[src/rtl/i2c_dsp_pkg.sv]
package i2c_dsp_pkg;

    localparam logic [6:0] ARRAY_CODE = 7'b1010111;
    localparam logic [6:0] CTRL_CODE  = 7'b1101111;

    typedef enum logic [3:0] {
        S_IDLE,
        S_DEV,
        S_DEV_ACK,
        S_AHI,
        S_AHI_ACK,
        S_ALO,
        S_ALO_ACK,
        S_WDAT,
        S_WDAT_ACK,
        S_RDAT,
        S_RACK,
        S_BUSY
    } dsp_state_t;

endpackage

[src/rtl/i2c_dsp_sync.sv]
module i2c_dsp_sync #(
    parameter int SYNC_STAGES = 2
) (
    input  logic clk,
    input  logic rst_n,
    input  logic scl_i,
    input  logic sda_i,
    output logic scl_s,
    output logic sda_s,
    output logic scl_rise,
    output logic scl_fall,
    output logic start_det,
    output logic stop_det
);
    logic [SYNC_STAGES-1:0] scl_ff;
    logic [SYNC_STAGES-1:0] sda_ff;
    logic                   scl_d;
    logic                   sda_d;

    always_ff @(posedge clk or negedge rst_n) begin
        if (!rst_n) begin
            scl_ff <= '1;
            sda_ff <= '1;
            scl_d  <= 1'b1;
            sda_d  <= 1'b1;
        end else begin
            scl_ff <= {scl_ff[SYNC_STAGES-2:0], scl_i};
            sda_ff <= {sda_ff[SYNC_STAGES-2:0], sda_i};
            scl_d  <= scl_ff[SYNC_STAGES-1];
            sda_d  <= sda_ff[SYNC_STAGES-1];
        end
    end

    assign scl_s     = scl_ff[SYNC_STAGES-1];
    assign sda_s     = sda_ff[SYNC_STAGES-1];
    assign scl_rise  = scl_s & ~scl_d;
    assign scl_fall  = ~scl_s & scl_d;
    assign start_det = scl_s & scl_d & sda_d & ~sda_s;
    assign stop_det  = scl_s & scl_d & ~sda_d & sda_s;

endmodule

[src/rtl/i2c_dsp_ptr.sv]
module i2c_dsp_ptr #(
    parameter int AW       = 9,
    parameter int ARR_PAGE = 16,
    parameter int CTL_PAGE = 8
) (
    input  logic          clk,
    input  logic          rst_n,
    input  logic          set_space,
    input  logic          space_in,
    input  logic          ld_hi,
    input  logic          ld_lo,
    input  logic          inc,
    input  logic [7:0]    byte_in,
    output logic [AW-1:0] ptr,
    output logic          space
);
    localparam int          ARR_LG   = $clog2(ARR_PAGE);
    localparam int          CTL_LG   = $clog2(CTL_PAGE);
    localparam logic [AW-1:0] ARR_MASK = AW'(ARR_PAGE - 1);
    localparam logic [AW-1:0] CTL_MASK = AW'(CTL_PAGE - 1);

    logic [AW-1:0] page_mask;
    logic [AW-1:0] ptr_step;

    always_comb begin
        page_mask = space ? CTL_MASK : ARR_MASK;
        ptr_step  = (ptr & ~page_mask) | ((ptr + AW'(1)) & page_mask);
    end

    always_ff @(posedge clk or negedge rst_n) begin
        if (!rst_n) begin
            ptr   <= '0;
            space <= 1'b0;
        end else begin
            if (set_space) space <= space_in;
            if (ld_hi)     ptr[AW-1:8] <= byte_in[AW-9:0];
            if (ld_lo)     ptr[7:0] <= byte_in;
            if (inc)       ptr <= ptr_step;
        end
    end

    AST_ARR_WRAP_IN_PAGE: assert property (@(posedge clk) disable iff (!rst_n)
        (inc && !space && !ld_hi && !ld_lo) |=> (ptr[AW-1:ARR_LG] == $past(ptr[AW-1:ARR_LG])));
    AST_CTL_WRAP_IN_PAGE: assert property (@(posedge clk) disable iff (!rst_n)
        (inc && space && !ld_hi && !ld_lo) |=> (ptr[AW-1:CTL_LG] == $past(ptr[AW-1:CTL_LG])));

endmodule

[src/rtl/i2c_dual_space_port.sv]
module i2c_dual_space_port
    import i2c_dsp_pkg::*;
#(
    parameter int AW          = 9,
    parameter int ARR_PAGE    = 16,
    parameter int CTL_PAGE    = 8,
    parameter int BUSY_CYCLES = 20000,
    parameter int SYNC_STAGES = 2
) (
    input  logic          clk,
    input  logic          rst_n,
    input  logic          scl_i,
    input  logic          sda_i,
    output logic          sda_oe,
    output logic          mem_space,
    output logic [AW-1:0] mem_addr,
    input  logic [7:0]    mem_rdata,
    output logic          wr_en,
    output logic [7:0]    wr_data,
    output logic          wr_commit
);
    localparam int BW = $clog2(BUSY_CYCLES + 1);

    logic scl_s, sda_s, scl_rise, scl_fall, start_det, stop_det;

    dsp_state_t state, nxt;
    logic [3:0]    bitcnt;
    logic [7:0]    shreg;
    logic          rw_flag, wrote, dummy_pend, dummy_space, m_ack;
    logic [BW-1:0] busy_cnt;

    logic byte_done, code_hit, code_space, dev_ok;
    logic set_space, ld_hi, ld_lo, inc;

    i2c_dsp_sync #(.SYNC_STAGES(SYNC_STAGES)) u_sync (
        .clk(clk), .rst_n(rst_n), .scl_i(scl_i), .sda_i(sda_i),
        .scl_s(scl_s), .sda_s(sda_s), .scl_rise(scl_rise), .scl_fall(scl_fall),
        .start_det(start_det), .stop_det(stop_det)
    );

    i2c_dsp_ptr #(.AW(AW), .ARR_PAGE(ARR_PAGE), .CTL_PAGE(CTL_PAGE)) u_ptr (
        .clk(clk), .rst_n(rst_n), .set_space(set_space), .space_in(code_space),
        .ld_hi(ld_hi), .ld_lo(ld_lo), .inc(inc), .byte_in(shreg),
        .ptr(mem_addr), .space(mem_space)
    );

    // device byte decode and random-read code match
    always_comb begin
        byte_done  = scl_fall && (bitcnt == 4'd8);
        code_hit   = (shreg[7:1] == ARRAY_CODE) || (shreg[7:1] == CTRL_CODE);
        code_space = (shreg[7:1] == CTRL_CODE);
        dev_ok     = code_hit && (!shreg[0] || !dummy_pend || (code_space == dummy_space));
    end

    // next state and pointer controls
    always_comb begin
        nxt       = state;
        set_space = 1'b0;
        ld_hi     = 1'b0;
        ld_lo     = 1'b0;
        inc       = 1'b0;
        wr_en     = 1'b0;
        wr_commit = 1'b0;
        if (state == S_BUSY) begin
            if (busy_cnt == '0) nxt = S_IDLE;
        end else if (start_det) begin
            nxt = S_DEV;
        end else if (stop_det) begin
            nxt       = wrote ? S_BUSY : S_IDLE;
            wr_commit = wrote;
        end else begin
            unique case (state)
                S_DEV: if (byte_done) begin
                    nxt       = dev_ok ? S_DEV_ACK : S_IDLE;
                    set_space = dev_ok;
                end
                S_DEV_ACK:  if (scl_fall) nxt = rw_flag ? S_RDAT : S_AHI;
                S_AHI:      if (byte_done) begin ld_hi = 1'b1; nxt = S_AHI_ACK; end
                S_AHI_ACK:  if (scl_fall) nxt = S_ALO;
                S_ALO:      if (byte_done) begin ld_lo = 1'b1; nxt = S_ALO_ACK; end
                S_ALO_ACK:  if (scl_fall) nxt = S_WDAT;
                S_WDAT:     if (byte_done) begin wr_en = 1'b1; inc = 1'b1; nxt = S_WDAT_ACK; end
                S_WDAT_ACK: if (scl_fall) nxt = S_WDAT;
                S_RDAT:     if (byte_done) begin inc = 1'b1; nxt = S_RACK; end
                S_RACK:     if (scl_fall) nxt = m_ack ? S_RDAT : S_IDLE;
                default:    nxt = state;
            endcase
        end
    end

    // state register and datapath
    always_ff @(posedge clk or negedge rst_n) begin
        if (!rst_n) begin
            state       <= S_IDLE;
            bitcnt      <= '0;
            shreg       <= '0;
            rw_flag     <= 1'b0;
            wrote       <= 1'b0;
            dummy_pend  <= 1'b0;
            dummy_space <= 1'b0;
            m_ack       <= 1'b0;
            busy_cnt    <= '0;
        end else begin
            state <= nxt;
            if (start_det || nxt != state) bitcnt <= '0;
            else if (scl_rise && bitcnt != 4'd8) bitcnt <= bitcnt + 4'd1;

            if (nxt == S_RDAT && state != S_RDAT) shreg <= mem_rdata;
            else if (state == S_RDAT && scl_fall) shreg <= {shreg[6:0], 1'b0};
            else if (scl_rise && (state == S_DEV || state == S_AHI ||
                                  state == S_ALO || state == S_WDAT))
                shreg <= {shreg[6:0], sda_s};

            if (set_space) rw_flag <= shreg[0];
            if (state == S_RACK && scl_rise) m_ack <= ~sda_s;

            if (wr_en) wrote <= 1'b1;
            else if (stop_det && state != S_BUSY) wrote <= 1'b0;

            if (ld_lo) begin
                dummy_pend  <= 1'b1;
                dummy_space <= mem_space;
            end else if (set_space || wr_en || (stop_det && state != S_BUSY)) begin
                dummy_pend  <= 1'b0;
            end

            if (nxt == S_BUSY && state != S_BUSY) busy_cnt <= BW'(BUSY_CYCLES - 1);
            else if (state == S_BUSY && busy_cnt != '0) busy_cnt <= busy_cnt - BW'(1);
        end
    end

    // outputs
    always_comb begin
        wr_data = shreg;
        unique case (state)
            S_DEV_ACK, S_AHI_ACK, S_ALO_ACK, S_WDAT_ACK: sda_oe = 1'b1;
            S_RDAT:                                      sda_oe = ~shreg[7];
            default:                                     sda_oe = 1'b0;
        endcase
    end

    AST_IDLE_RELEASED: assert property (@(posedge clk) disable iff (!rst_n)
        (state == S_IDLE) |-> !sda_oe);
    AST_WRITE_ACKED: assert property (@(posedge clk) disable iff (!rst_n)
        wr_en |=> sda_oe);
    AST_COMMIT_TO_BUSY: assert property (@(posedge clk) disable iff (!rst_n)
        wr_commit |=> (state == S_BUSY));
    AST_BUSY_DEAF: assert property (@(posedge clk) disable iff (!rst_n)
        (state == S_BUSY) |-> (!sda_oe && !wr_en));
    AST_NACK_RELEASES: assert property (@(posedge clk) disable iff (!rst_n)
        (state == S_RACK && scl_fall && !m_ack && !start_det && !stop_det) |=> !sda_oe);

endmodule

[config.mk]
export PLATFORM = sky130hd
export DESIGN_NAME = i2c_dual_space_port
export DESIGN_NICKNAME = d
export VERILOG_FILES = /design/src/rtl/i2c_dsp_pkg.sv /design/src/rtl/i2c_dsp_sync.sv /design/src/rtl/i2c_dsp_ptr.sv /design/src/rtl/i2c_dual_space_port.sv
export SDC_FILE = /design/constraint.sdc
export NUM_CORES = 1
export LEC_CHECK = 0
export BUFFER_PORTS_ARGS = -buffer_cell sky130_fd_sc_hd__buf_2
export CORE_UTILIZATION = 55
export CTS_BUF_LIST = sky130_fd_sc_hd__clkbuf_2
export DETAILED_ROUTE_END_ITERATION = 16
export GPL_ROUTABILITY_DRIVEN = 0
export PLACE_DENSITY = 0.9
export SLEW_MARGIN = 20
export SYNTH_ARGS = -nofsm -noshare
export SYNTH_HDL_FRONTEND = slang
export SYNTH_SLANG_ARGS = --single-unit
[constraint.sdc]
create_clock -name clk -period 2.51 [get_ports clk]
set_clock_uncertainty 0.15 [all_clocks]
set_input_delay 0.1255 -clock clk [delete_from_list [all_inputs] [get_ports clk]]
set_output_delay 0.1255 -clock clk [all_outputs]
set_load 0.005 [all_outputs]
-- Yosys cells after proc, flatten, opt, wreduce, memory -nomap -nowiden
Index checks and enable logic that the tools add are counted.
- output and inout port bits: 21
- flip-flop bits (word level): 52
- add/subtract/negate cells: 3
- reduce and logical (&&, ||, !) cells: 33
- equality and inequality tests: 21
- multiplexer cells: 59
- bitwise gates (word level): 16
- operators by type and width (operator ; number):
    $mux 4 ; 19
    $pmux 4 s9 ; 1
    $mux 8 ; 4
    $mux 1 ; 30
    $mux 15 ; 2
    $eq 4x4->1 const B ; 7
    $and 9x9->9 ; 2
    $eq 4x3->1 const B ; 4
    $logic_not 15->1 ; 1
    $reduce_bool 15->1 ; 1
    $sub 15x1->15 const B ; 1
    $eq 7x7->1 const B ; 2
    $ne 4x4->1 const B ; 3
    $reduce_bool 2->1 ; 6
    $logic_and 1x1->1 ; 10
    $add 9x1->9 const B ; 1
    $logic_or 1x1->1 ; 9
    $mux 9 ; 1
    $not 9->9 ; 1
    $or 9x9->9 ; 1
    $eq 4x2->1 const B ; 2
    $and 1x1->1 ; 7
    $not 1->1 ; 5
    $add 4x1->4 const B ; 1
    other kinds (9) ; 11

-- Longest topological paths before layout
Gate-level depths: netlist (run 1).
- word-level depth: 13
- gate-level depth with buffers: 10
- gate-level depth less buffers: 9

-- Cells and area by module
A second synthesis (run 1) with hierarchy kept.
- cell total of the unflattened synthesis: 283
- area, all modules: 2945.3 um^2
- modules (own cells, without submodules) (module ; times used ; cells an instance ; area each (um^2) ; seq. area each (um^2)):
    i2c_dual_space_port ; 1 ; 237 ; 2262.2 ; 900.9
    i2c_dsp_ptr ; 1 ; 36 ; 493.0 ; 250.2
    i2c_dsp_sync ; 1 ; 10 ; 190.2 ; 157.7

-- Least setup slack after synthesis (run 1)
No wires, ideal clock.
- kind: flip-flop to flip-flop
- start point: register u_sync.scl_d
- end point: register shreg[1] (netlist: wr_data[1])
- stages on the path, launching flop included: 9
- path buffers: 2
- setup slack: 154 ps
- library setup time: 125 ps
- arrival time: 2081 ps
- required time: 2235 ps
- clock period less this slack: 2356 ps
- cells stage by stage: dfstp_2 > buf_2 > or3b_1 > o211a_1 > a2bb2oi_1 > nor2_1 > nand4bb_1 > buf_6 > mux2_4
- word-level cells in the longest chain between the ends: 10
- elaborated cells on any way between the ends: 29
- those cells by class: eq/ne: 1; mux: 15; bitwise: 8; reduce/logical: 5
- RTL lines (what ; RTL line ; RTL):
    from (decl) ; i2c_dsp_sync.sv:17 ; logic scl_d;
    from (signal assigned) ; i2c_dsp_sync.sv:29 ; scl_d <= scl_ff[SYNC_STAGES-1];
    $and 1x1->1 ; i2c_dsp_sync.sv:37 ; assign scl_fall = ~scl_s & scl_d;
    $logic_and 1x1->1 ; i2c_dual_space_port.sv:49 ; byte_done = scl_fall && (bitcnt == 4'd8);
    $mux 4, on equally long branches ; -- ;
    $pmux 4 s9 ; i2c_dual_space_port.sv:72 ; unique case (state)
    $mux 4 ; i2c_dual_space_port.sv:68 ; end else if (stop_det) begin
    $mux 4 ; i2c_dual_space_port.sv:66 ; end else if (start_det) begin
    $mux 4 ; i2c_dual_space_port.sv:64 ; if (state == S_BUSY) begin
    $eq 4x4->1 ; i2c_dual_space_port.sv:108 ; if (nxt == S_RDAT && state != S_RDAT) shreg <= mem_rdata;
    $logic_and 1x1->1 ; i2c_dual_space_port.sv:108 ;
    $reduce_bool 3->1 (no line) or $mux 8 (tied branches) ; -- ;
    to (signal assigned) ; i2c_dual_space_port.sv:108 ;
    to (signal assigned) ; i2c_dual_space_port.sv:109 ; else if (state == S_RDAT && scl_fall) shreg <= {shreg[6:0], 1'b0};
    to (signal assigned) ; i2c_dual_space_port.sv:112 ; shreg <= {shreg[6:0], sda_s};
    to (decl) ; i2c_dual_space_port.sv:28 ; logic [7:0] shreg;
Parallel ways exist; a longest one is shown, timed or not.
A chain may end at the register's enable or synchronous reset.

-- Worst setup path after layout (run 1)
- start point: register u_sync.scl_d
- end point: register shreg[6] (netlist: wr_data[6])
Same word-level chain as after synthesis.

==> qor.yml, run 1 <==
cts_buffer_depth: 2
criticalPathCategory: "reg -> reg"
grt_pass1_wl_um: 12800
busiest_layer: "met2"
synth_top_family_by_area: "simple AND/OR/NAND/NOR gates"
synth_compound_gate_area_share_pct: 11.9
worstReg2RegEnd: "wr_data[6]$_DFFE_PN0P_"
final_cell_area_um2: 3850
synthMuxAreaShare_pct: 9.21
endpoint: "wr_data[6]$_DFFE_PN0P_"
grt-ovfl-total: 0
synthToLayoutAreaGrowth_pct: 27.1
r2r_cells: 7
fin_crit_sh_pct: 101
synth-seq-area-share_pct: 43.2
synthAdderAreaFrac_pct: 1.65
fp.coreArea_um2: 5200
required_ns: 2.72
global_route.usage.met3_pct: 5.15
placed_area_um2: 3410
multi_input_area_um2: 1730
yosys_register_bits: 52
routed_via_density: 6.14
portBuffers: 32
initial_core_util_pct: 58.2
worst_pin_slew_ns: 0.655
nets: 402
async_flop_share_pct: 100
drtAntennaViolNets: 0
drcViolationCount: 0
drt_iter0_drc: 362
rsz0062_at_grt: "true"
synthTopCellsByArea: "dfrtp_1 (38%), dfstp_2 (5.2%), nand2_1 (5.1%)"
avgRoutedWirePerCell_um: 18.5
postLayoutSetupSlackWorst_ns: -0.0352
synthCells: 305
seqCellArea_um2: 1310
dieHeight_um: 76.2
synth.top_cell.area_share_pct: 38.0
start_kind: "flip-flop"
drive_above_1_share_pct: 37.2
crit_path_start: "u_sync.scl_d$_DFF_PN1_"
yosysMostFrequentCell: "dfrtp_1"
place.detailed.hpwl_um: 5310
die_w_um: 76.2
drt_first_pass_iters: 5
powerDensity_nw_per_um2: 1080
routed_wl_um: 8450
yosys_warnings: 0
holdWs_ns: -0.00630
dp_cells: 421
synth-simple-area-share_pct: 25.7
boundaryPins: 33
cap_violations: 0
synth_common_cells: "dfrtp_1 (46), nand2_1 (41), nor2_1 (20), o21ai_0 (15), nor3_1 (14)"
setup_viol: 10
numCtsBuffers: 5
grtUsageTotal_pct: 27.8
drv_slew: 0
max-vdd-ir-drop_mv: 0.952
grt_pass1_vias: 2750
p_leak_uw: 0.00186
vias: 2808
die_area_um2: 5810
period_minus_slack_ns: 2.55
synth_xor_xnor_area_share_pct: 4.34
tritoncts: "done"
use_met1_pct: 34.9
rows: 26
arrival_ns: 2.76
outcome: "finished, violations left"
max_freq_mhz: 393
antenna_cells: 0
ys_dominant_reg_cell: "dfrtp_1"
cp_max_fo: 8
rr_startpoint: "u_sync.scl_d$_DFF_PN1_"
hold_viol_final: 5
clock-sinks: 52
yosys.area.top_type: "dfrtp_1"
htree_levels: 2
clkTransAtPathRegs_ns: 0.26
grt_use_met2_pct: 45.9
violations: "hold timing, setup timing"
synthesis.nets: 321
synth_enable_flop_cells: 0
syn_avg_cell_area_um2: 9.93
yosysUniqueCellTypes: 68
layout.cells.non_filler: 457
clock_latency_ns: 0.44
grt_max_degree: 30
fill_cells: 316
relSlewSlack_pct: 56.0
rrSetupSlack_ns: -0.04
fin_tns_setup_ns: -0.192
min_path_type: "in -> async"
clockRootBuffer: "clkbuf_2"
endpoint_kind: "flip-flop"
antenna_found_initial: 0
syn_area_um2: 3030
==> sequential cells by signal (all words and copies together), names as in the netlist, named ones only <==
name / count
busy_cnt: 15
u_ptr.ptr: 8
wr_data: 8
bitcnt: 4
state: 4
u_sync.scl_ff: 2
u_sync.sda_ff: 2
dummy_pend: 1
dummy_space: 1
m_ack: 1
rw_flag: 1
u_ptr.space: 1
u_sync.scl_d: 1
u_sync.sda_d: 1
wrote: 1
==> logic make-up after synthesis <==
family	Yosys count
AOI/OAI and AO/OA	49
DFF	52
adders and majority gates	4
muxes	23
xor gates and xnor gates	15
and+or+nand+nor	139
buffers and inverters	23
==> metal layers <==
metal | routed length [µm] | vias to the layer above
met5 | 0 | -
met4 | 281 | 0
met3 | 582 | 36
met2 | 4290 | 139
met1 | 3290 | 1377
li1 | - | 1256
==> worst min-delay path by stage <==
stage / end / slack [ns] / start / cells past startpoint
2_1_floorplan: asynchronous set/reset pin / -0.32 / rst_n / 0
3_3_place_gp: bitcnt[2]$_DFFE_PN0P_ / -0.02 / rst_n / 1
3_5_place_dp: bitcnt[2]$_DFFE_PN0P_ / -0.009 / rst_n / 1
4_1_cts: state[1]$_DFF_PN0_ / 0.009 / rst_n / 2
5_1_grt: busy_cnt[8]$_DFFE_PN0P_ / 0.03 / rst_n / 2
6_report: bitcnt[2]$_DFFE_PN0P_ / -0.006 / rst_n / 2
==> critical path, cell delays in order (launching register included) <==
cell and delay [ns]:
dfstp_2 0.65, or3b_4 0.43, o211a_1 0.25, a2bb2oi_1 0.21, nor2_1 0.10, nand4bb_4 0.22
buf_12 0.17, mux2_4 0.30
==> layout make-up <==
cell class / count / area share (%)
Clock buffer: 6 / 0.780
Clock inverter: 2 / 1.01
Inverter: 11 / 1.17
Multi-Input combinational cell: 230 / 44.8
Sequential cell: 52 / 34.1
Tap cell: 70 / 2.27
Timing Repair Buffer: 86 / 15.8
==> power breakdown <==
group          internal [µW]  leakage, µW  switching, µW
combinational           1190      0.00114           1250
sequential              1040     0.000675            229
clock                    177    0.0000436            273
total                   2400      0.00186           1760
==> placed cells by master (no fill, tap or decap), drive strengths merged, types with 3 or more instances in the layout <==
master,n
nand4b,4
nor4,3
or3b,3
clkbuf,6
and2,3
nor2b,10
ha,4
a21oi,4
o211ai,3
buf,75
mux2,18
nand2,41
nand3b,4
dfrtp,46
nand3,9
nor3b,3
a211oi,4
dlygate4sd3,11
nand2b,5
inv,11
dfstp,6
nor2,20
mux2i,5
o21ai,16
nor3,16
a31o,3
xnor2,13
or3,4
==> stage by stage <==
stage	total power [µW]	hold WS, ns	worst slack, ns	utilization (%)
after global routing	4370	0.0276	-0.106	74.0
after detailed placement	3100	-0.00920	0.0190	65.5
after CTS	3760	0.00878	0.000405	69.8
after floorplan	2510	-0.320	0.154	-
after global placement	3000	-0.0172	0.0903	65.5
final	4160	-0.00630	-0.0352	74.0
==> repair_timing <==
item                                   4_1_cts  5_1_grt
pin swaps                                    0        4
setup endpoints to repair                    7       25
cloned                                       0        0
setup buffers                                4       13
gates resized for setup                      3       27
hold buffers                                11        0
endpoints found under the hold margin       36        0
No activity file was read; power rests on OpenSTA's default activity.
==> inputs of run 2 (changes only) <==
--- a/config.mk
+++ b/config.mk
@@ -8,10 +8,12 @@
 export BUFFER_PORTS_ARGS = -buffer_cell sky130_fd_sc_hd__buf_2
 export CORE_UTILIZATION = 55
 export CTS_BUF_LIST = sky130_fd_sc_hd__clkbuf_2
+export CTS_CLUSTER_DIAMETER = 40
 export DETAILED_ROUTE_END_ITERATION = 16
 export GPL_ROUTABILITY_DRIVEN = 0
-export PLACE_DENSITY = 0.9
+export PLACE_DENSITY = 0.76
 export SLEW_MARGIN = 20
 export SYNTH_ARGS = -nofsm -noshare
 export SYNTH_HDL_FRONTEND = slang
+export SYNTH_HIERARCHICAL = 1
 export SYNTH_SLANG_ARGS = --single-unit
==> qor.yml, run 2 <==
tritoncts: "done"  # unchanged
period_minus_slack_ns: 2.63  # was 2.55 ns
outcome: "finished, violations left"  # unchanged
grt-ovfl-total: 0  # unchanged
synthCells: 283  # was 305
drcViolationCount: 0  # unchanged
die_area_um2: 5650  # was 5810 µm²
yosys.area.top_type: "dfrtp_1"  # unchanged
required_ns: 2.76  # was 2.72 ns
rsz0062_at_grt: "true"  # unchanged
grt_pass1_wl_um: 11900  # was 12,800 µm
fp.coreArea_um2: 5140  # was 5200 µm²
relSlewSlack_pct: 56.1  # was 56.0%
nets: 410  # was 402
path_buf_inv: 1  # unchanged
holdWs_ns: 0.0980  # was -0.00630 ns
cp_top_family: "simple AND/OR/NAND/NOR gates"  # unchanged
drt_iter0_drc: 156  # was 362
cts_buffer_depth: 2  # unchanged
syn_avg_cell_area_um2: 10.4  # was 9.93 µm²
yosysUniqueCellTypes: 57  # was 68
async_flop_share_pct: 100  # unchanged
clock_latency_ns: 0.47  # was 0.44 ns
drt_first_pass_iters: 4  # was 5
min_path_type: "in -> async"  # unchanged
avgRoutedWirePerCell_um: 17.4  # was 18.5 µm
violations: "setup timing"  # was hold timing, setup timing
vias: 2700  # was 2,808
hold_viol_final: 0  # was 5
top_register: "busy_cnt"  # unchanged
drv_slew: 0  # unchanged
final_common_cell: "buf_4"  # was dfrtp_1
max_freq_mhz: 380  # was 393 MHz
grtUsageTotal_pct: 29.0  # was 27.8%
powerDensity_nw_per_um2: 784  # was 1080 nW/µm²
mostFrequentLayoutCells: "buf_4 (69), dfrtp_1 (46), buf_2 (32), nand2_1 (26), mux2_2 (19)"  # was dfrtp_1 (42), buf_4 (41), nand2_1 (40), buf_2 (32), nor2_1 (18)
syn_area_um2: 2950  # was 3030 µm²
setup_viol: 20  # was 10
clock-sinks: 52  # unchanged
antenna_cells: 0  # unchanged
final_core_util_pct: 79.3  # was 74.0%
synth-seq-area-share_pct: 44.4  # was 43.2%
synth_common_cells: "dfrtp_1 (46), nand2_1 (28), mux2_2 (19), nor2_1 (16)"  # was dfrtp_1 (46), nand2_1 (41), nor2_1 (20), o21ai_0 (15), nor3_1 (14)
fill_cells: 310  # was 316
p_leak_uw: 0.00193  # was 0.00186 µW
grt_max_degree: 53  # was 30
max-vdd-ir-drop_mv: 0.722  # was 0.952 mV
slowest_delay_ns: 0.58  # was 0.65 ns
synthTopCellsByArea: "dfrtp_1 (39%), mux2_2 (7.3%), dfstp_2 (5.4%)"  # was dfrtp_1 (38%), dfstp_2 (5.2%), nand2_1 (5.1%)
routed_via_density: 5.81  # was 6.14
drtAntennaViolNets: 0  # unchanged
yosys_warnings: 6  # was 0
worst_pin_slew_ns: 0.658  # was 0.655 ns
placed_area_um2: 3600  # was 3410 µm²
place.detailed.hpwl_um: 5210  # was 5310 µm
postLayoutSetupSlackWorst_ns: -0.119  # was -0.0352 ns
boundaryPins: 33  # unchanged
slowest_stage: "or4_4"  # was dfstp_2
drive_above_1_share_pct: 49.4  # was 37.2%
cp_max_fo: 8  # unchanged
clockRootBuffer: "clkbuf_2"  # unchanged
p_total_uw: 3190  # was 4160 µW
arrival_ns: 2.88  # was 2.76 ns
path_cells: "nand4_1, or4_4, o211ai_1, nand3_1, a21o_4, nor4_4, buf_6, mux2_2"  # was or3b_4, o211a_1, a2bb2oi_1, nor2_1, nand4bb_4, buf_12, mux2_4
grt_pass1_vias: 2568  # was 2,750
yosysMostFrequentCell: "dfrtp_1"  # unchanged
cap_violations: 0  # unchanged
synth_enable_flop_cells: 0  # unchanged
initial_core_util_pct: 57.3  # was 58.2%
synth.top_cell.area_share_pct: 39.1  # was 38.0%
fin_crit_sh_pct: 105  # was 101%
rows: 26  # unchanged
dieHeight_um: 75.2  # was 76.2 µm
criticalPathCategory: "reg -> reg"  # unchanged
clkTransAtPathRegs_ns: 0.27  # was 0.26 ns
synthesis.nets: 299  # was 321
final_cell_area_um2: 4070  # was 3850 µm²
die_w_um: 75.2  # was 76.2 µm
numCtsBuffers: 5  # unchanged
largest_reg_flops: 15  # unchanged
antenna_found_initial: 0  # unchanged
ys_dominant_reg_cell: "dfrtp_1"  # unchanged
endpoint_kind: "flip-flop"  # unchanged
portBuffers: 32  # unchanged
htree_levels: 2  # unchanged
dp_slack_ns: -0.268  # was 0.0190 ns
synthToLayoutAreaGrowth_pct: 38.3  # was 27.1%
yosys_register_bits: 52  # unchanged
start_kind: "flip-flop"  # unchanged
routed_wl_um: 8110  # was 8450 µm
run 2: cell type report:
type / count / area (µm²) / share of cell area, %
Clock buffer: 6 / 30.0 / 0.737
Clock inverter: 2 / 16.3 / 0.399
Inverter: 14 / 55.1 / 1.35
Multi-Input combinational cell: 205 / 1730 / 42.6
Sequential cell: 52 / 1310 / 32.1
Tap cell: 70 / 87.6 / 2.15
Timing Repair Buffer: 116 / 842 / 20.7
run 2: worst paths after layout:
kind                                       startpoint                         end  slack (ns)  cells past startpoint
max reg2reg                    wr_data[1]$_DFFE_PN0P_      wr_data[2]$_DFFE_PN0P_       -0.12                      8
min                                             rst_n  asynchronous set/reset pin         0.1                      3
min in group clk                                scl_i  u_sync/scl_ff[0]$_DFF_PN1_        0.12                      2
max in group asynchronous                       rst_n       bitcnt[1]$_DFFE_PN0P_        1.67                      3
min reg2reg                u_sync/scl_ff[0]$_DFF_PN1_  u_sync/scl_ff[1]$_DFF_PN1_        0.23                      0
max                            wr_data[1]$_DFFE_PN0P_      wr_data[2]$_DFFE_PN0P_       -0.12                      8
run 2: metrics by stage:
stage               TNS [ns]  cells
finish                 -1.28    465
global route           -2.39    465
detailed placement     -3.25    434
global placement       -1.14    434
CTS                   -0.800    457
floorplan             -0.278    283
run 2: power by group:
part / leakage, µW / total, µW / switching [µW] / internal [µW]
logic: 0.00122 / 1800 / 923 / 880
clock network: 0.0000292 / 353 / 279 / 74.3
registers: 0.000682 / 1040 / 78.4 / 958
run 2: per-layer routing:
layer,global-route usage [%],wire length [µm]
met1,35.1,3170
met5,0,0
met4,13.6,336
met3,3.21,496
met2,52.1,4110
run 2: cell families (layout without fill, tap and decap cells):
logic type / after synthesis / in the layout / share of synthesized area, %
AO/OA/AOI/OAI: 45 / 45 / 11.2
flip-flops: 52 / 52 / 44.4
adder cells (fa/ha/maj): 4 / 4 / 1.70
AND/OR/NAND/NOR: 112 / 112 / 22.6
XOR/XNOR: 19 / 19 / 5.65
buffers and inverters: 26 / 138 / 4.42
multiplexers: 25 / 25 / 9.98
run 2: tightest hold or removal path, stage by stage:
cell and delay [ns]:
dlygate4sd3_1 0.51, buf_2 0.09, buf_4 0.52
run 2: repair_timing:
item | in CTS | in global routing
gates resized for setup | 20 | 28
setup buffers | 4 | 8
pin swaps | 7 | 12
setup endpoints to repair | 24 | 28
hold buffers | 11 | 0
hold endpoints to repair | 62 | 0
==> inputs of run 3 (changes only) <==
--- a/config.mk
+++ b/config.mk
@@ -5,14 +5,15 @@
 export SDC_FILE = /design/constraint.sdc
 export NUM_CORES = 1
 export LEC_CHECK = 0
+export ABC_AREA = 1
 export BUFFER_PORTS_ARGS = -buffer_cell sky130_fd_sc_hd__buf_2
+export CORE_MARGIN = 3
 export CORE_UTILIZATION = 55
 export CTS_BUF_LIST = sky130_fd_sc_hd__clkbuf_2
 export CTS_CLUSTER_DIAMETER = 40
 export DETAILED_ROUTE_END_ITERATION = 16
 export GPL_ROUTABILITY_DRIVEN = 0
-export PLACE_DENSITY = 0.76
-export SLEW_MARGIN = 20
+export PLACE_DENSITY = 0.75
 export SYNTH_ARGS = -nofsm -noshare
 export SYNTH_HDL_FRONTEND = slang
 export SYNTH_HIERARCHICAL = 1
==> qor.yml, run 3 <==
nets: 510  # was 410
cp_top_family: "simple AND/OR/NAND/NOR gates"  # unchanged
rows: 27  # was 26
drt_iter0_drc: 282  # was 156
initial_core_util_pct: 57.6  # was 57.3%
dieHeight_um: 82.4  # was 75.2 µm
dp_slack_ns: -0.143  # was -0.268 ns
hold_viol_final: 0  # unchanged
drt_first_pass_iters: 5  # was 4
relSlewSlack_pct: 49.1  # was 56.1%
yosys_warnings: 6  # unchanged
boundaryPins: 33  # unchanged
path_buf_inv: 2  # was 1
outcome: "completed"  # was finished, violations left
synth_enable_flop_cells: 0  # unchanged
min_path_type: "in -> async"  # unchanged
required_ns: 2.75  # was 2.76 ns
postLayoutSetupSlackWorst_ns: 0.0477  # was -0.119 ns
mostFrequentLayoutCells: "nand2_1 (129), nor2_1 (44), dfrtp_1 (43), inv_1 (40), nand3_1 (36)"  # was buf_4 (69), dfrtp_1 (46), buf_2 (32), nand2_1 (26), mux2_2 (19)
avgRoutedWirePerCell_um: 13.9  # was 17.4 µm
critPathMostFrequentCell: "nand2_1"
grt-ovfl-total: 0  # unchanged
slowest_stage: "dfstp_2"  # was or4_4
synth_common_cells: "nand2_1 (138), nor2_1 (51), dfrtp_1 (46), inv_1 (45), nand3_1 (37)"  # was dfrtp_1 (46), nand2_1 (28), mux2_2 (19), nor2_1 (16)
fill_cells: 456  # was 310
clock_latency_ns: 0.43  # was 0.47 ns
path_cells: "inv_2, nor2_4, nand4_4, nor2_2, nor2_1, nand3_1, nand2_1, nand2_1, nand2_2, nand2_4, nand2_4, nor2_8, buf_4, nand3_1, nand2_1, nand2_1, nand2_1"  # was nand4_1, or4_4, o211ai_1, nand3_1, a21o_4, nor4_4, buf_6, mux2_2
tritoncts: "done"  # unchanged
yosysMostFrequentCell: "nand2_1"  # was dfrtp_1
clock-sinks: 52  # unchanged
setup_viol: 0  # was 20
top_register: "busy_cnt"  # unchanged
cts_buffer_depth: 2  # unchanged
drcViolationCount: 0  # unchanged
p_total_uw: 3130  # was 3190 µW
rsz0062_at_grt: "true"  # unchanged
synth.top_cell.area_share_pct: 35.9  # was 39.1%
grt_pass1_vias: 2638  # was 2,568
start_kind: "flip-flop"  # unchanged
synthCells: 428  # was 283
max-vdd-ir-drop_mv: 0.659  # was 0.722 mV
drive_above_1_share_pct: 26.5  # was 49.4%
drv_slew: 0  # unchanged
cap_violations: 0  # unchanged
yosys.area.top_type: "dfrtp_1"  # unchanged
syn_avg_cell_area_um2: 7.50  # was 10.4 µm²
powerDensity_nw_per_um2: 813  # was 784 nW/µm²
arrival_ns: 2.70  # was 2.88 ns
rrSetupSlack_ns: 0.05  # was -0.12 ns
vias: 3068  # was 2,700
clkTransAtPathRegs_ns: 0.25  # was 0.27 ns
yosys_register_bits: 52  # unchanged
die_area_um2: 6790  # was 5650 µm²
antenna_cells: 0  # unchanged
syn_area_um2: 3210  # was 2950 µm²
synthToLayoutAreaGrowth_pct: 19.7  # was 38.3%
criticalPathCategory: "reg -> reg"  # unchanged
htree_levels: 2  # unchanged
place.detailed.hpwl_um: 5420  # was 5210 µm
grt_pass1_wl_um: 12500  # was 11,900 µm
routed_wl_um: 7870  # was 8110 µm
worst_pin_slew_ns: 0.760  # was 0.658 ns
clockRootBuffer: "clkbuf_2"  # unchanged
routed_via_density: 5.41  # was 5.81
ys_dominant_reg_cell: "dfrtp_1"  # unchanged
period_minus_slack_ns: 2.46  # was 2.63 ns
drtAntennaViolNets: 0  # unchanged
grt_max_degree: 37  # was 53
final_common_cell: "nand2_1"  # was buf_4
largest_reg_flops: 15  # unchanged
die_w_um: 82.4  # was 75.2 µm
fp.coreArea_um2: 5570  # was 5140 µm²
cp_max_fo: 6  # was 8
grtUsageTotal_pct: 23.6  # was 29.0%
yosysUniqueCellTypes: 38  # was 57
synth-seq-area-share_pct: 40.8  # was 44.4%
p_leak_uw: 0.00215  # was 0.00193 µW
endpoint_kind: "flip-flop"  # unchanged
synthTopCellsByArea: "dfrtp_1 (36%), nand2_1 (16%), nor2_1 (6.0%)"  # was dfrtp_1 (39%), mux2_2 (7.3%), dfstp_2 (5.4%)
portBuffers: 32  # unchanged
antenna_found_initial: 0  # unchanged
numCtsBuffers: 5  # unchanged
async_flop_share_pct: 100  # unchanged
max_freq_mhz: 406  # was 380 MHz
synthesis.nets: 444  # was 299
fin_crit_sh_pct: 98.1  # was 105%
slowest_delay_ns: 0.60  # was 0.58 ns
run 3: cell families after synthesis:
logic type,count (synthesis),share of synthesized area (%)
AND/OR/NAND/NOR,278,41.4
buffers and inverters,57,8.03
flip-flops,52,40.8
AO/OA/AOI/OAI,22,4.05
XOR/XNOR,14,3.82
adder cells (fa/ha/maj),4,1.56
multiplexers,1,0.351
run 3: metal layers:
metal / part of all wire (%) / vias up / track usage [%]
met2: 47 / 124 / 35.7
met3: 5.9 / 23 / 3.15
li1: - / 1478 / -
met4: 1.2 / 0 / 5.65
met1: 45 / 1443 / 35.7
met5: 0 / - / 0
run 3: final timing paths:
check,start,endpoint,cells after the start
max in group asynchronous,rst_n,state[0]$_DFF_PN0_,3
min in group clk,scl_i,u_sync/scl_ff[0]$_DFF_PN1_,2
max reg2reg,u_sync/scl_d$_DFF_PN1_,wr_data[6]$_DFFE_PN0P_,17
max,u_sync/scl_d$_DFF_PN1_,wr_data[6]$_DFFE_PN0P_,17
min,rst_n,u_ptr/ptr[6]$_DFFE_PN0P_,3
min reg2reg,u_sync/scl_ff[0]$_DFF_PN1_,u_sync/scl_ff[1]$_DFF_PN1_,0
run 3: cell type report:
cell class	instances	area, µm²	share of cell area, %
clock buffer	5	25.0	0.651
clock inverter	3	37.5	0.977
inverter	52	204	5.31
multi-input combinational	320	1740	45.3
sequential	52	1310	34.1
tap	72	90.1	2.34
timing repair buffer	63	434	11.3
run 3: power breakdown:
group	leakage, µW	switching [µW]	internal (µW)
Sequential	0.000688	175	946
Combinational	0.00143	999	587
Clock	0.0000380	257	162
Total	0.00215	1430	1690
run 3: what timing repair did:
item / CTS / global route
endpoints found under the hold margin: 56 / 0
gates cloned: 0 / 1
pin swaps: 0 / 10
hold buffers: 12 / 0
gates resized for setup: 2 / 35
setup endpoints to repair: 12 / 15
buffers inserted: 0 / 8
run 3: worst register-to-register path: cells and delay by family, from the launching register on:
kind	cells	cell delay (ns)
AND/OR/NAND/NOR	15	1.49
flip-flops	1	0.60
buffers and inverters	2	0.22
run 3: through the flow:
stage / TNS (ns) / cells / cell area, µm² / util (%) / hold WS [ns]
2_1_floorplan: 0 / 428 / 3210 / - / -0.320
3_3_place_gp: -0.474 / 538 / 3490 / 62.6 / -0.0683
3_5_place_dp: -1.33 / 538 / 3490 / 62.6 / -0.0692
4_1_cts: 0 / 558 / 3680 / 66.0 / 0.0921
5_1_grt: -0.840 / 567 / 3840 / 69.0 / 0.0868
6_report: 0 / 567 / 3840 / 69.0 / 0.105
